[src/rtl/zp_seq_pkg.sv]
package zp_seq_pkg;

    typedef enum logic [2:0] {
        ST_IDLE,
        ST_IXWAIT,
        ST_FETCH,
        ST_ADDR,
        ST_DUMMY,
        ST_FINAL,
        ST_LDWB
    } seq_state_e;

    typedef enum logic [1:0] {
        AC_READ,
        AC_WRITE,
        AC_RMW
    } access_e;

    typedef struct packed {
        logic    legal;
        logic    indexed;
        access_e acc;
    } op_info_t;

endpackage

[src/rtl/zp_decode.sv]
module zp_decode
    import zp_seq_pkg::*;
#(
    parameter logic [7:0] OP_INC_D = 8'hE6,
    parameter logic [7:0] OP_INC_X = 8'hF6,
    parameter logic [7:0] OP_LD_D  = 8'hA5,
    parameter logic [7:0] OP_LD_X  = 8'hB5,
    parameter logic [7:0] OP_ST_D  = 8'h85,
    parameter logic [7:0] OP_ST_X  = 8'h95
) (
    input  logic [7:0] opcode,
    output op_info_t   info
);

    always_comb begin
        info = '{legal: 1'b0, indexed: 1'b0, acc: AC_READ};
        case (opcode)
            OP_INC_D: info = '{legal: 1'b1, indexed: 1'b0, acc: AC_RMW};
            OP_INC_X: info = '{legal: 1'b1, indexed: 1'b1, acc: AC_RMW};
            OP_LD_D:  info = '{legal: 1'b1, indexed: 1'b0, acc: AC_READ};
            OP_LD_X:  info = '{legal: 1'b1, indexed: 1'b1, acc: AC_READ};
            OP_ST_D:  info = '{legal: 1'b1, indexed: 1'b0, acc: AC_WRITE};
            OP_ST_X:  info = '{legal: 1'b1, indexed: 1'b1, acc: AC_WRITE};
            default:  info = '{legal: 1'b0, indexed: 1'b0, acc: AC_READ};
        endcase
    end

endmodule

[src/rtl/zp_addr_gen.sv]
module zp_addr_gen #(
    parameter int DATA_W = 8
) (
    input  logic [DATA_W-1:0] base,
    input  logic [DATA_W-1:0] index,
    input  logic              use_index,
    output logic [DATA_W-1:0] ea
);

    logic [DATA_W-1:0] offset;

    always_comb begin
        offset = use_index ? index : '0;
        ea     = base + offset;
    end

endmodule

[src/rtl/zp_seq_fsm.sv]
module zp_seq_fsm
    import zp_seq_pkg::*;
(
    input  logic       clk,
    input  logic       rst_n,
    input  logic       start,
    input  op_info_t   dec,
    output seq_state_e state,
    output logic       cur_indexed,
    output access_e    cur_acc,
    output logic       accept,
    output logic       done,
    output logic       illegal
);

    seq_state_e state_nx;

    always_ff @(posedge clk) begin
        if (!rst_n) begin
            state       <= ST_IDLE;
            cur_indexed <= 1'b0;
            cur_acc     <= AC_READ;
            illegal     <= 1'b0;
        end else begin
            state   <= state_nx;
            illegal <= (state == ST_IDLE) && start && !dec.legal;
            if (accept) begin
                cur_indexed <= dec.indexed;
                cur_acc     <= dec.acc;
            end
        end
    end

    always_comb begin
        accept   = (state == ST_IDLE) && start && dec.legal;
        state_nx = state;
        unique case (state)
            ST_IDLE:   if (accept) state_nx = dec.indexed ? ST_IXWAIT : ST_FETCH;
            ST_IXWAIT: state_nx = ST_FETCH;
            ST_FETCH:  state_nx = ST_ADDR;
            ST_ADDR: begin
                if (cur_acc == AC_RMW)        state_nx = ST_DUMMY;
                else if (cur_acc == AC_WRITE) state_nx = ST_IDLE;
                else                          state_nx = ST_LDWB;
            end
            ST_DUMMY:  state_nx = ST_FINAL;
            ST_FINAL:  state_nx = ST_IDLE;
            ST_LDWB:   state_nx = ST_IDLE;
            default:   state_nx = ST_IDLE;
        endcase
    end

    always_comb begin
        done = 1'b0;
        unique case (state)
            ST_ADDR:  done = (cur_acc == AC_WRITE);
            ST_FINAL: done = 1'b1;
            ST_LDWB:  done = 1'b1;
            default:  done = 1'b0;
        endcase
    end


    done_then_idle_chk: assert property (@(posedge clk) disable iff (!rst_n)
        done |=> (state == ST_IDLE));


    dummy_to_final_chk: assert property (@(posedge clk) disable iff (!rst_n)
        (state == ST_DUMMY) |=> (state == ST_FINAL));


    busy_ignores_start_chk: assert property (@(posedge clk) disable iff (!rst_n)
        (state == ST_FETCH) |=> (state == ST_ADDR));

endmodule

[src/rtl/zp_rmw_seq.sv]
module zp_rmw_seq
    import zp_seq_pkg::*;
#(
    parameter int ADDR_W = 16,
    parameter int DATA_W = 8
) (
    input  logic              clk,
    input  logic              rst_n,
    input  logic              start,
    input  logic [7:0]        opcode,
    input  logic [ADDR_W-1:0] pc_in,
    input  logic [DATA_W-1:0] x_in,
    input  logic [DATA_W-1:0] acc_in,
    input  logic [DATA_W-1:0] mem_rdata,
    output logic [ADDR_W-1:0] mem_addr,
    output logic [DATA_W-1:0] mem_wdata,
    output logic              mem_we,
    output logic              acc_we,
    output logic [DATA_W-1:0] acc_wdata,
    output logic [ADDR_W-1:0] pc_out,
    output logic              flag_z,
    output logic              flag_n,
    output logic              done,
    output logic              illegal
);

    localparam int PAD_W = ADDR_W - DATA_W;

    op_info_t          dec;
    seq_state_e        state;
    logic              cur_indexed;
    access_e           cur_acc;
    logic              accept;
    logic [DATA_W-1:0] ea_now;
    logic [DATA_W-1:0] ea_q;
    logic [DATA_W-1:0] x_q;
    logic [DATA_W-1:0] old_q;
    logic [DATA_W-1:0] inc_val;

    zp_decode u_dec (
        .opcode (opcode),
        .info   (dec)
    );

    zp_seq_fsm u_fsm (
        .clk         (clk),
        .rst_n       (rst_n),
        .start       (start),
        .dec         (dec),
        .state       (state),
        .cur_indexed (cur_indexed),
        .cur_acc     (cur_acc),
        .accept      (accept),
        .done        (done),
        .illegal     (illegal)
    );

    zp_addr_gen #(.DATA_W(DATA_W)) u_agen (
        .base      (mem_rdata),
        .index     (x_q),
        .use_index (cur_indexed),
        .ea        (ea_now)
    );

    assign inc_val = old_q + 1'b1;

    always_ff @(posedge clk) begin
        if (!rst_n) begin
            pc_out <= '0;
            x_q    <= '0;
            ea_q   <= '0;
            old_q  <= '0;
            flag_z <= 1'b0;
            flag_n <= 1'b0;
        end else begin
            if (accept) begin
                pc_out <= pc_in;
                x_q    <= x_in;
            end
            unique case (state)
                ST_FETCH: pc_out <= pc_out + 1'b1;
                ST_ADDR:  ea_q   <= ea_now;
                ST_DUMMY: old_q  <= mem_rdata;
                ST_FINAL: begin
                    flag_z <= (inc_val == '0);
                    flag_n <= inc_val[DATA_W-1];
                end
                ST_LDWB: begin
                    flag_z <= (mem_rdata == '0);
                    flag_n <= mem_rdata[DATA_W-1];
                end
                default: ;
            endcase
        end
    end

    always_comb begin
        mem_addr  = '0;
        mem_wdata = '0;
        mem_we    = 1'b0;
        acc_we    = 1'b0;
        acc_wdata = mem_rdata;
        unique case (state)
            ST_FETCH: mem_addr = pc_out;
            ST_ADDR: begin
                mem_addr = {{PAD_W{1'b0}}, ea_now};
                if (cur_acc == AC_WRITE) begin
                    mem_we    = 1'b1;
                    mem_wdata = acc_in;
                end
            end
            ST_DUMMY: begin
                mem_addr  = {{PAD_W{1'b0}}, ea_q};
                mem_we    = 1'b1;
                mem_wdata = mem_rdata;
            end
            ST_FINAL: begin
                mem_addr  = {{PAD_W{1'b0}}, ea_q};
                mem_we    = 1'b1;
                mem_wdata = inc_val;
            end
            ST_LDWB: acc_we = 1'b1;
            default: ;
        endcase
    end


    rmw_final_inc_chk: assert property (@(posedge clk) disable iff (!rst_n)
        (mem_we && $past(mem_we)) |->
            (mem_wdata == $past(mem_wdata) + 1'b1) && (mem_addr == $past(mem_addr)));


    illegal_quiet_chk: assert property (@(posedge clk) disable iff (!rst_n)
        illegal |-> (!mem_we && !done && !acc_we));


    flags_hold_chk: assert property (@(posedge clk) disable iff (!rst_n)
        (state != ST_FINAL && state != ST_LDWB) |=> ($stable(flag_z) && $stable(flag_n)));


    pc_hold_idle_chk: assert property (@(posedge clk) disable iff (!rst_n)
        (state == ST_IDLE && !accept) |=> $stable(pc_out));

endmodule

[config.mk]
export PLATFORM = sky130hd
export DESIGN_NAME = zp_rmw_seq
export DESIGN_NICKNAME = d
export VERILOG_FILES = /design/src/rtl/zp_seq_pkg.sv /design/src/rtl/zp_decode.sv /design/src/rtl/zp_addr_gen.sv /design/src/rtl/zp_seq_fsm.sv /design/src/rtl/zp_rmw_seq.sv
export SDC_FILE = /design/constraint.sdc
export NUM_CORES = 1
export LEC_CHECK = 0
export ABC_AREA = 0
export BUFFER_PORTS_ARGS = -buffer_cell sky130_fd_sc_hd__buf_2
export CORE_ASPECT_RATIO = 0.7
export CORE_MARGIN = 3
export CORE_UTILIZATION = 35
export DETAILED_ROUTE_END_ITERATION = 12
export PLACE_DENSITY = 0.63
export SLEW_MARGIN = 30
export SYNTH_ARGS = -nofsm -noshare
export SYNTH_HDL_FRONTEND = slang
export SYNTH_SLANG_ARGS = --single-unit
[constraint.sdc]
create_clock -name clk -period 2.5 [get_ports clk]
set_clock_uncertainty 0.05 [all_clocks]
set_input_delay 0.5 -clock clk [delete_from_list [all_inputs] [get_ports clk]]
set_output_delay 0.5 -clock clk [all_outputs]
set_load 0.005 [all_outputs]
==> results.toml <==
[timing]
finalHoldViolCount = 0
fin_ws_ns = -0.266
period_minus_slack_ns = 2.77
rsz0062_at_grt = "true"
setup_viol = 4
maxSlewHeadroom_pct = 64.9
timing.final.crit_share_pct = 111
worst_pin_slew_ns = 0.523
slew_violations = 0
max_freq_mhz = 362
tns_ns = -0.831

[clock_tree]
clockBufferDepth = 2
insertion_delay_ns = 0.29
numCtsBuffers = 5
clock_sinks = 49
cts_tree = "yes"
htreeDepth = 2
cts.clk_slew.worst_paths_ns = 0.07
ctsHoldBuffers = 0
cts_root_buf = "clkbuf_16"

[yosys]
synth_area_leader_cell = "dfxtp_1"
synth_cell_types = 59
syn-cell-area_um2 = 3060
ys.flop_type = "dfxtp_1"
synth_edf_count = 0
synth_fp_nets = 467
ys_warn_count = 0
yosysMostFrequentCell = "nand2_1"
ys_seq_area_share_pct = 32.1
ys_seq_elements = 49
synth_top_area_share_pct = 32.1
yosys-top-cells-area = "dfxtp_1 32%, nand2_1 9.1%, a21oi_1 8.0%"
synthArstFlopShare_pct = 0
netlist_instances = 404
post_synth.cell_area_avg_um2 = 7.57
synth_common_cells = "74 x nand2_1, 49 x a21oi_1, 49 x dfxtp_1, 24 x nor2_1, 17 x clkbuf_1"

[grt]
grt_max_degree = 25
grt_pass1_vias = 3178
track_usage_pct = 20.2
grt.overflow.total = 0
grt_pass1_wl_um = 16400
antenna_found_initial = 0

[die]
rows = 27
ios = 105
die_h_um = 84.2
die_w_um = 118
start_util_pct = 37.4
fp.coreArea_um2 = 8180
dieArea_um2 = 9910

[routing]
wire_per_inst_um = 15.9
dr.pass1.iters = 5
post-route-drc-count = 0
drtIter0Drc = 291
via_per_inst = 5.31
wl_um = 10200
ant_nets = 0
dr_total_vias = 3402

[worst_setup_path]
worstReg2RegStart = "u_fsm.state[1]$_SDFFE_PN0P_"
startpoint = "u_fsm.cur_indexed$_SDFFE_PN0P_"
r2r-end = "pc_out[13]$_SDFFE_PN0P_"
cp_slowest_cell = "fa_2"
setup.worst_path.end = "mem_addr[6]"
end_kind = "primary output"
cp_data_arrival_time_ns = 2.22
critical-path-top-delay-family = "compound AO/OA/AOI/OAI gates"
path_max_fanout = 4
reg2regPathDepth = 4
startpoint_type = "flip-flop"
r2r_slack_ns = 0.38
crit_chain = "and2_4, ha_4, fa_2, a211oi_2, o21bai_1, a21oi_2, xor2_1, o21ai_1, buf_2"
crit_buf_inv = 1
worstPathRequired_ns = 1.95
max_stage_delay_ns = 0.36
crit_type = "reg2out"
crit_cells = 9

[worst_hold_path]
hp-class = "in2reg"

[place]
globalplace.congestion = 0.882
port_buffers = 104
dpl.hpwl_um = 7630

[outcome]
violations = "negative setup slack"
status = "complete, but fails checks"

[finish]
syn_to_final_growth_pct = 35.9
nets = 587
post_route_cells_drive_above_1_share_pct = 33.7
diodes = 0
utilization_pct = 50.8

[power]
peakVddDrop_mv = 0.223
p_leak_uw = 0.00175
cellPowerDensity_nw_per_um2 = 389

[flow_run]
cap_violations = 0
logic make-up after synthesis:
kind of cell / after synthesis / synth area share (%)
and+or+nand+nor: 174 / 28.2
AOI/OAI and AO/OA: 116 / 23.9
DFF: 49 / 32.1
buffers and inverters: 38 / 6.26
xor gates and xnor gates: 13 / 3.72
adders and majority gates: 12 / 5.16
muxes: 2 / 0.655
flip-flops by register name, indices dropped and copies added, names as in the netlist, 2 cells and up:
| signal | flops |
|---|---|
| x_q | 8 |
| u_fsm.state | 3 |
| u_fsm.cur_acc | 2 |
| old_q | 8 |
| pc_out | 16 |
| ea_q | 8 |
worst min-delay path, cell delays in order:
cell	delay, ns
buf_2	0.10
nand2_1	0.05
a21oi_1	0.05
cell type report:
class	instances	area (um^2)
fill	830	4020
multi-input combinational	317	2020
sequential	49	982
timing repair buffer	144	841
tap	116	145
clock buffer	8	136
inverter	7	26.3
timing repair:
item | in CTS | in global routing
setup endpoints to repair | 6 | 8
buffers inserted | 4 | 4
cloned | 0 | 0
resized for setup | 20 | 6
endpoints found under the hold margin | 0 | 0
pin swaps | 17 | 15
worst min-delay path by stage:
| stage | from | endpoint | slack, ns | cells after the start |
|---|---|---|---|---|
| finish | x_in[5] | x_q[5]$_SDFFE_PN0P_ | 0.40 | 3 |
| global route | x_in[5] | x_q[5]$_SDFFE_PN0P_ | 0.41 | 3 |
| CTS | x_in[5] | x_q[5]$_SDFFE_PN0P_ | 0.40 | 3 |
| detailed placement | x_q[1]$_SDFFE_PN0P_ | x_q[1]$_SDFFE_PN0P_ | 0.40 | 2 |
| global placement | ea_q[1]$_SDFFE_PN0P_ | ea_q[1]$_SDFFE_PN0P_ | 0.39 | 2 |
| floorplan | x_q[0]$_SDFFE_PN0P_ | x_q[0]$_SDFFE_PN0P_ | 0.38 | 2 |
stage by stage:
step	power (uW)	hold slack, ns	std cells	area [um^2]	setup WS, ns
5_1_grt	1690	0.414	641	4150	-0.405
3_5_place_dp	958	0.399	627	3850	-0.279
6_report	1620	0.404	641	4150	-0.266
2_1_floorplan	871	0.382	404	3070	0.0529
4_1_cts	1620	0.397	639	4110	-0.290
3_3_place_gp	956	0.392	627	3850	-0.261
report_power, final:
part | switching [uW] | internal (uW)
Clock | 290 | 373
Combinational | 82.8 | 78.8
Sequential | 6.20 | 786
Total | 379 | 1240
placed cells by master (no fill, tap or decap), drive strengths merged, types with 3 or more instances in the layout:
cell type  count
inv            6
o211ai        10
o21ai         18
nand4          6
a21oi         49
xnor2          7
and3           6
ha            11
dfxtp         49
a22oi          7
nor2          24
and2          13
buf          144
a211oi         7
xor2           6
or3            3
clkbuf         8
nor4           5
nor3           9
nand2         74
a31oi          4
nand3         16
o21a           4
layer usage:
metal	GRT usage [%]	routed length (um)	vias to the layer above
met5	0	0	-
met3	5.79	873	4
li1	-	-	1686
met4	3.40	37	0
met2	30.7	4360	131
met1	28.8	4930	1581
Note: power is estimated with default switching activity, not from simulation.
